==> src/rtl/sram_seq_pkg.sv <==
package sram_seq_pkg;

  typedef enum logic [2:0] {
    PH_IDLE  = 3'd0,
    PH_TURN  = 3'd1,
    PH_READ  = 3'd2,
    PH_WRITE = 3'd3,
    PH_RECOV = 3'd4
  } phase_e;

  typedef struct packed {
    logic cs_n;
    logic oe_n;
    logic we_n;
    logic dq_oe;
  } pins_t;

  // ceiling of ns/period, floor of one cycle
  function automatic int ns_to_cyc(input int ns, input int period);
    int c;
    c = (ns + period - 1) / period;
    return (c < 1) ? 1 : c;
  endfunction

  function automatic int imax(input int a, input int b);
    return (a > b) ? a : b;
  endfunction

  function automatic pins_t pins_for(input phase_e ph);
    pins_t p;
    p = '{cs_n: 1'b1, oe_n: 1'b1, we_n: 1'b1, dq_oe: 1'b0};
    case (ph)
      PH_READ:  begin p.cs_n = 1'b0; p.oe_n = 1'b0; end
      PH_WRITE: begin p.cs_n = 1'b0; p.we_n = 1'b0; p.dq_oe = 1'b1; end
      default:  ;
    endcase
    return p;
  endfunction

endpackage

==> src/rtl/sram_phase_cnt.sv <==
module sram_phase_cnt #(
  parameter int CNT_W = 4
) (
  input  logic             clk,
  input  logic             rst_n,
  input  logic             load,
  input  logic [CNT_W-1:0] load_val,
  output logic             last
);

  logic [CNT_W-1:0] cnt_q;

  always_ff @(posedge clk or negedge rst_n) begin
    if (!rst_n)              cnt_q <= '0;
    else if (load)           cnt_q <= load_val;
    else if (cnt_q != '0)    cnt_q <= cnt_q - 1'b1;
  end

  assign last = (cnt_q == CNT_W'(1));

  a_r2_load_nonzero: assert property (@(posedge clk) disable iff (!rst_n)
    load |-> (load_val != '0));

endmodule

==> src/rtl/sram_seq_ctrl.sv <==
module sram_seq_ctrl
  import sram_seq_pkg::*;
#(
  parameter int RD_CYC = 5,
  parameter int WR_CYC = 4,
  parameter int TA_CYC = 2,
  localparam int CNT_W = $clog2(imax(imax(RD_CYC, WR_CYC), TA_CYC) + 1)
) (
  input  logic  clk,
  input  logic  rst_n,
  input  logic  req_valid,
  input  logic  req_write,
  output logic  req_ready,
  output logic  accept,
  output logic  capture,
  output pins_t pins
);

  phase_e state_q, state_d;
  pins_t  pins_q;
  logic   after_rd_q;
  logic   load;
  logic [CNT_W-1:0] load_val;
  logic   last;

  sram_phase_cnt #(.CNT_W(CNT_W)) cnt_i (
    .clk(clk), .rst_n(rst_n), .load(load), .load_val(load_val), .last(last)
  );

  assign req_ready = (state_q == PH_IDLE);
  assign accept    = req_ready && req_valid;
  assign capture   = (state_q == PH_READ) && last;

  always_comb begin
    state_d  = state_q;
    load     = 1'b0;
    load_val = '0;
    case (state_q)
      PH_IDLE: if (accept) begin
        load = 1'b1;
        if (!req_write) begin
          state_d  = PH_READ;
          load_val = CNT_W'(RD_CYC);
        end else if (after_rd_q) begin
          state_d  = PH_TURN;
          load_val = CNT_W'(TA_CYC);
        end else begin
          state_d  = PH_WRITE;
          load_val = CNT_W'(WR_CYC);
        end
      end
      PH_TURN: if (last) begin
        state_d  = PH_WRITE;
        load     = 1'b1;
        load_val = CNT_W'(WR_CYC);
      end
      PH_READ, PH_WRITE: if (last) state_d = PH_RECOV;
      default: state_d = PH_IDLE;
    endcase
  end

  always_ff @(posedge clk or negedge rst_n) begin
    if (!rst_n) begin
      state_q    <= PH_IDLE;
      pins_q     <= pins_for(PH_IDLE);
      after_rd_q <= 1'b0;
    end else begin
      state_q <= state_d;
      pins_q  <= pins_for(state_d);
      if (capture)                     after_rd_q <= 1'b1;
      else if (state_d == PH_WRITE)    after_rd_q <= 1'b0;
    end
  end

  assign pins = pins_q;

  a_r1_idle_quiet: assert property (@(posedge clk) disable iff (!rst_n)
    req_ready |-> (pins.cs_n && pins.oe_n && pins.we_n && !pins.dq_oe));
  a_r7_no_contention: assert property (@(posedge clk) disable iff (!rst_n)
    !(pins.dq_oe && !pins.oe_n));
  a_r6_strobe_selected: assert property (@(posedge clk) disable iff (!rst_n)
    !pins.we_n |-> !pins.cs_n);
  a_r7_release_with_strobe: assert property (@(posedge clk) disable iff (!rst_n)
    $rose(pins.we_n) |-> !pins.dq_oe);
  a_r8_read_then_write_gap: assert property (@(posedge clk) disable iff (!rst_n)
    $rose(pins.oe_n) |-> !pins.dq_oe);

endmodule

==> src/rtl/sram_seq_data.sv <==
module sram_seq_data #(
  parameter int ADDR_W = 18,
  parameter int DATA_W = 4
) (
  input  logic              clk,
  input  logic              rst_n,
  input  logic              accept,
  input  logic              capture,
  input  logic              busy,
  input  logic [ADDR_W-1:0] req_addr,
  input  logic [DATA_W-1:0] req_wdata,
  input  logic [DATA_W-1:0] mem_dq_in,
  output logic [ADDR_W-1:0] mem_addr,
  output logic [DATA_W-1:0] mem_dq_out,
  output logic              rsp_valid,
  output logic [DATA_W-1:0] rsp_rdata
);

  logic [ADDR_W-1:0] addr_q;
  logic [DATA_W-1:0] wdata_q, rdata_q;
  logic              rvld_q;

  always_ff @(posedge clk or negedge rst_n) begin
    if (!rst_n) begin
      addr_q  <= '0;
      wdata_q <= '0;
      rdata_q <= '0;
      rvld_q  <= 1'b0;
    end else begin
      if (accept) begin
        addr_q  <= req_addr;
        wdata_q <= req_wdata;
      end
      if (capture) rdata_q <= mem_dq_in;
      rvld_q <= capture;
    end
  end

  assign mem_addr   = addr_q;
  assign mem_dq_out = wdata_q;
  assign rsp_valid  = rvld_q;
  assign rsp_rdata  = rdata_q;

  a_r9_addr_held: assert property (@(posedge clk) disable iff (!rst_n)
    (busy && $past(busy)) |-> ($stable(addr_q) && $stable(wdata_q)));
  a_r5_single_strobe: assert property (@(posedge clk) disable iff (!rst_n)
    rvld_q |=> !rvld_q);

endmodule

==> src/rtl/sram_seq.sv <==
module sram_seq
  import sram_seq_pkg::*;
#(
  parameter int ADDR_W   = 18,
  parameter int DATA_W   = 4,
  parameter int CLK_NS   = 4,
  parameter int T_ACC_NS = 20,
  parameter int T_WP_NS  = 15,
  parameter int T_DS_NS  = 12,
  parameter int T_TA_NS  = 8
) (
  input  logic              clk,
  input  logic              rst_n,
  input  logic              req_valid,
  output logic              req_ready,
  input  logic              req_write,
  input  logic [ADDR_W-1:0] req_addr,
  input  logic [DATA_W-1:0] req_wdata,
  output logic              rsp_valid,
  output logic [DATA_W-1:0] rsp_rdata,
  output logic [ADDR_W-1:0] mem_addr,
  output logic              mem_cs_n,
  output logic              mem_oe_n,
  output logic              mem_we_n,
  output logic [DATA_W-1:0] mem_dq_out,
  output logic              mem_dq_oe,
  input  logic [DATA_W-1:0] mem_dq_in
);

  localparam int RD_CYC = ns_to_cyc(T_ACC_NS, CLK_NS);
  localparam int WR_CYC = ns_to_cyc(imax(T_WP_NS, T_DS_NS), CLK_NS);
  localparam int TA_CYC = ns_to_cyc(T_TA_NS, CLK_NS);

  logic  accept, capture;
  pins_t pins;

  sram_seq_ctrl #(.RD_CYC(RD_CYC), .WR_CYC(WR_CYC), .TA_CYC(TA_CYC)) ctrl_i (
    .clk(clk), .rst_n(rst_n), .req_valid(req_valid), .req_write(req_write),
    .req_ready(req_ready), .accept(accept), .capture(capture), .pins(pins)
  );

  sram_seq_data #(.ADDR_W(ADDR_W), .DATA_W(DATA_W)) data_i (
    .clk(clk), .rst_n(rst_n), .accept(accept), .capture(capture),
    .busy(!pins.cs_n), .req_addr(req_addr), .req_wdata(req_wdata),
    .mem_dq_in(mem_dq_in), .mem_addr(mem_addr), .mem_dq_out(mem_dq_out),
    .rsp_valid(rsp_valid), .rsp_rdata(rsp_rdata)
  );

  assign mem_cs_n  = pins.cs_n;
  assign mem_oe_n  = pins.oe_n;
  assign mem_we_n  = pins.we_n;
  assign mem_dq_oe = pins.dq_oe;

  a_r9_addr_stable_selected: assert property (@(posedge clk) disable iff (!rst_n)
    (!mem_cs_n && $past(!mem_cs_n)) |-> $stable(mem_addr));

endmodule

==> config.mk <==
export PLATFORM = sky130hd
export DESIGN_NAME = sram_seq
export DESIGN_NICKNAME = d
export VERILOG_FILES = /design/src/rtl/sram_seq_pkg.sv /design/src/rtl/sram_phase_cnt.sv /design/src/rtl/sram_seq_ctrl.sv /design/src/rtl/sram_seq_data.sv /design/src/rtl/sram_seq.sv
export SDC_FILE = /design/constraint.sdc
export NUM_CORES = 1
export LEC_CHECK = 0
export ABC_AREA = 1
export BUFFER_PORTS_ARGS = -buffer_cell sky130_fd_sc_hd__buf_2
export CAP_MARGIN = 20
export CORE_ASPECT_RATIO = 1.1
export CORE_MARGIN = 4
export CORE_UTILIZATION = 35
export CTS_CLUSTER_SIZE = 10
export DETAILED_ROUTE_END_ITERATION = 8
export PLACE_DENSITY_LB_ADDON = 0.12
export SYNTH_ARGS = -nofsm -noshare
export SYNTH_HDL_FRONTEND = slang
export SYNTH_SLANG_ARGS = --single-unit
==> constraint.sdc <==
create_clock -name clk -period 1.9 [get_ports clk]
set_clock_uncertainty 0.15 [all_clocks]
set_input_delay 0.19 -clock clk [delete_from_list [all_inputs] [get_ports clk]]
set_output_delay 0.19 -clock clk [all_outputs]
set_load 0.1 [all_outputs]
# Word level (Yosys, flattened, before mapping)
# Cells that the tools add are included.
[classes]
add_sub_neg = 1
mux = 21
reduce_logical = 8
n_eq_ne = 6
[ops]
columns = ["op", "count"]
rows = [
  ["3-bit two-way mux", 10],
  ["3-bit by 2-bit == test with 1-bit output, second input constant", 4],
  ["3-bit case mux with 3 select lines", 1],
  ["3-bit by 1-bit == test with 1-bit output, second input constant", 2],
  ["1-bit two-way mux", 6],
  ["3-bit case mux with 2 select lines", 1],
  ["2-bit two-way mux", 2],
  ["2-bit nonzero test", 2],
  ["2-bit OR reduction", 2],
  ["3-bit zero test", 1],
  ["3-bit nonzero test", 1],
  ["3-bit by 1-bit subtractor with 3-bit output, second input constant", 1],
  ["1-bit logical AND", 2],
  ["1-bit case mux with 2 select lines", 1],
]
[word_totals]
ff_bits = 38

# Longest topological paths before layout
[logic_depth]
depth_word = 7
mapped_depth = 10
mapped_depth_nobuf = 10

# By module
# From an unflattened synthesis, not the netlist that was laid out.
[unflattened]
hier_cells = 187
area_unflattened_um2 = 1619.1
[modules_own_cells]
columns = ["module", "cells_each", "n_inst", "area_per_inst_um2"]
rows = [
  ["sram_seq_data", 111, 1, 1013.5],
  ["sram_seq_ctrl", 43, 1, 384.1],
  ["sram_phase_cnt", 32, 1, 217.7],
  ["sram_seq", 1, 1, 3.8],
]

# Worst setup path before layout
# No wires, ideal clock.
[synth_timing]
path_kind = "reg-to-output"
from = "register ctrl_i.state_q[2]"
to = "output port req_ready"
slack_ns = 0.332
required_time_ns = 1.560
path_stages_with_launch = 4
arrival_ns = 1.228
cell_sequence = "dfrtp_1 -> nor2_4 -> nand2_1 -> inv_1"
[synth_between]
elab_chain_cells = 1
[synth_rtl]
columns = ["element", "line", "source"]
rows = [
  ["start: declaration", "sram_seq_ctrl.sv:19", "phase_e state_q, state_d;"],
  ["start signal: assignment", "sram_seq_ctrl.sv:68", "state_q <= state_d;"],
  ["3-bit zero test", "sram_seq_ctrl.sv:30", "assign req_ready = (state_q == PH_IDLE);"],
  ["end: declaration", "sram_seq.sv:15", "output logic req_ready,"],
]
# No other way between the ends.

# Final worst setup path
# Ends and elaborated chain as after synthesis.

==> summary.md <==
The run gives 0.00435 mm² as the area of the placeable core. Using the TritonRoute via totals, the vias-per-cell ratio works out to 4.36. STA classifies the critical path startpoint as a register. For this configuration, the core starts out at a cell density of 36.6%.

After clock tree synthesis, the clock-pin slew on the worst setup and hold paths is 70 ps. Leaving out fill and tap cells, the most frequent cell in the layout is sky130_fd_sc_hd__nand2_1. The stage delay of the slowest cell on the critical path is 420 ps, and the total of flip-flops plus latches after synthesis is 38. The cell class contributing the biggest share of worst-path delay is buffers and inverters. The filler cell count in the final layout is 408, and the initial antenna violation count is 0. The initialized floorplan defines 25 standard-cell rows.

Setup repair after global routing left no endpoint under its margin. For the maximum clock path buffer count, the log shows 2. Slowest cell on the critical path: sky130_fd_sc_hd__dfrtp_1. The largest net degree at the start of global routing was 21; the depth of the most critical reg-to-reg path was 6. In this run the number of H-tree levels came out at 2.

Post-CTS timing repair inserted 0 buffers for setup. Of the synthesized area, sequential elements account for 60.0%. The clock sink total came out at 38.

The worst setup path is captured at a primary output. For this block, the via count after detailed routing is 1438. In the synthesized netlist, the number of instances is 181. After synthesis, the mean cell area works out to 8.79 µm². The die covers 0.00569 mm².

The number of nets in the synthesized netlist is 214. TritonCTS built the clock tree. Residual overflow from global routing: 0.

The maximum operating frequency was 558 MHz. For the pin with the worst max-slew slack, the measured transition is 489 ps. By area the synthesized netlist is led by sky130_fd_sc_hd__dfrtp_1 55%, sky130_fd_sc_hd__nand2_1 23%, sky130_fd_sc_hd__dfstp_2 5.0%, sky130_fd_sc_hd__inv_1 3.5%, sky130_fd_sc_hd__nand3_1 2.5%. The layer carrying the most global-route usage was met2. The run finished with clean final reports.

Hold is met by 108 ps. In this run the horizontal extent of the chip is 72.3 µm. The final max-slew violation count came out at 0. Across every metal layer, demand over resource in global routing totals 13.9%.

Buffers plus inverters on the worst setup path: 2. For the clock insertion delay at the later pin of the skew report, the log shows 280 ps. Cell at the root of the clock tree: sky130_fd_sc_hd__clkbuf_8. The finished cells cover 0.00235 mm². The number of standard cells in the final layout excluding fillers was 330. The tools report the instance area at placement as 0.00197 mm². In this run the remaining antenna-violating nets after routing total 0.

At the end of routability-driven placement, the weighted congestion stood at 0.719. Once placement completed, the tool counted placed cells totaling 295. The tool flagged a number of max-cap violations equal to 0.

At the worst endpoint, the required time is 1560 ps. The post-route netlist has 29.0% of its cells at a drive strength greater than 1. The wire length reported by the detailed router is 3.70 mm, and the number of instances resized during post-cts repair is 0.

The signal on the critical path passes through nor2_4, nand2_1, inv_1, buf_2. Half-perimeter wire length after placement: 2.55 mm. The logs give 4 for the first-pass detailed-route iteration total and 0 for the remaining routing DRC violations.

The run gives 0 as the final hold violation count. Cell accounting for the most synthesized area: sky130_fd_sc_hd__dfrtp_1. The number of library cell types mapped by synthesis was 18. For this design the top-level I/O count stands at 62. The top cell types in the final layout, fill and taps aside, are 96 x sky130_fd_sc_hd__nand2_1, 61 x sky130_fd_sc_hd__buf_2, 35 x sky130_fd_sc_hd__dfrtp_1, 27 x sky130_fd_sc_hd__dlygate4sd3_1, 15 x sky130_fd_sc_hd__inv_1. The tools report the met3 track demand over resource as 3.42%. The detail-routed net length per standard cell is 11.2 µm. The first global-routing pass estimated 6.21 mm of wire.

The worst hold path belongs to the class primary input to register. The number of nets in the layout was 308. The run gives 16.9% as the global routing met1 resource utilization. The logs give 1399 for the via count of the first global-routing pass and 0 ps for the final sum of negative setup slack. The area growth from synthesis to layout is 47.5%. Yosys printed 0 warnings. The post-route fraction of the period consumed by the critical path works out to 94.3%.

The tightest slew margin relative to the limit is 67.4%. The number of buffers inserted by port buffering was 61. Of all nets on the critical path, the largest fanout is 6. The critical path runs through a total of 4 cells. The critical setup path kind is register to primary output. The vertical die dimension came out at 78.7 µm. The number of antenna diodes in the final layout is 0.

After the first detailed-routing iteration, the DRC count stood at 38. The data arrival time at the worst-slack endpoint was 1450 ps. The worst hold path stage count was 3.

The share of synthesized area in the top cell type comes to 55.1%. The run gives 23.9% as the global-route met2 utilization. The synthesized netlist occupies a cell area of 0.00159 mm². The run gives 0 as the final setup violation count. Clock tree synthesis inserted a total of 5 buffers. The routed design could run at a clock period as short as 1790 ps.
-- state kept, by name (all words and copies together), names as in the netlist --
register / count
data_i.rsp_valid: 1
ctrl_i.cnt_i.cnt_q: 3
ctrl_i.pins: 4
data_i.mem_dq_out: 4
ctrl_i.after_rd_q: 1
ctrl_i.state_q: 3
data_i.mem_addr: 18
data_i.rsp_rdata: 4
-- synth_stat cells, drive strengths merged --
library cell	count
clkinv	1
nand3	10
buf	4
nand3b	1
nand2	97
dfrtp	35
dfstp	3
nand4	3
nor2	6
ha	3
a21oi	2
inv	16
-- layout make-up --
class	instances	area, µm²	share of cell area (%)
clock inverter	2	37.5	1.60
clock buffer	6	72.6	3.09
multi-input combinational	122	538	22.9
inverter	17	65.1	2.77
timing repair buffer	91	611	26.0
sequential	38	955	40.7
tap	54	67.6	2.88
-- layer usage --
metal / part of all wire, % / vias to the layer above / routed length (µm)
met5: 0 / - / 0
met4: 1.1 / 0 / 42
met3: 6.3 / 5 / 232
met2: 48 / 44 / 1760
met1: 45 / 654 / 1670
li1: - / 735 / -
-- worst register-to-register path, stage by stage (launching register included) --
cell                      delay, ps
sky130_fd_sc_hd__dfrtp_1        420
sky130_fd_sc_hd__nor2_4         200
sky130_fd_sc_hd__nand3_4        160
sky130_fd_sc_hd__inv_2          270
sky130_fd_sc_hd__buf_4          210
sky130_fd_sc_hd__nand2_1         60
sky130_fd_sc_hd__nand2_1         60
-- path summary, 6_finish.rpt --
| kind | slack (ps) | startpoint | to |
|---|---|---|---|
| worst max-delay path | 110 | ctrl_i.state_q[2]$_DFF_PN0_ | req_ready |
| worst min register to register | 330 | data_i.mem_addr[16]$_DFFE_PN0P_ | data_i.mem_addr[16]$_DFFE_PN0P_ |
| worst min-delay path | 110 | req_write | ctrl_i.pins[2]$_DFF_PN1_ |
| worst max register to register | 320 | ctrl_i.state_q[2]$_DFF_PN0_ | data_i.mem_addr[10]$_DFFE_PN0P_ |
| min in group asynchronous | 250 | rst_n | ctrl_i.cnt_i.cnt_q[1]$_DFFE_PN0P_ |
| max in group asynchronous | 810 | rst_n | ctrl_i.pins[3]$_DFF_PN1_ |
-- cell families after synthesis --
logic type,Yosys count,share of synthesized area [%]
AOI/OAI and AO/OA,2,0.629
adders and majority gates,3,2.36
buffers and inverters,21,6.14
DFF,38,60.0
and+or+nand+nor,117,30.8
-- what timing repair did --
item / CTS / global route
endpoints found under the setup margin: 0 / 0
hold endpoints to repair: 45 / 0
hold buffers: 27 / 0
-- through the flow --
step                      setup WS, ps  util (%)
after CTS                         77.4      54.0
after floorplan                    332         -
after global placement             332      45.2
after global routing              16.5      54.0
after detailed placement           300      45.2
final                              107      54.0
Power is left out: the tool's default activity adds up to more than one toggle a clock period on the data nets, which glitch-free logic cannot reach.
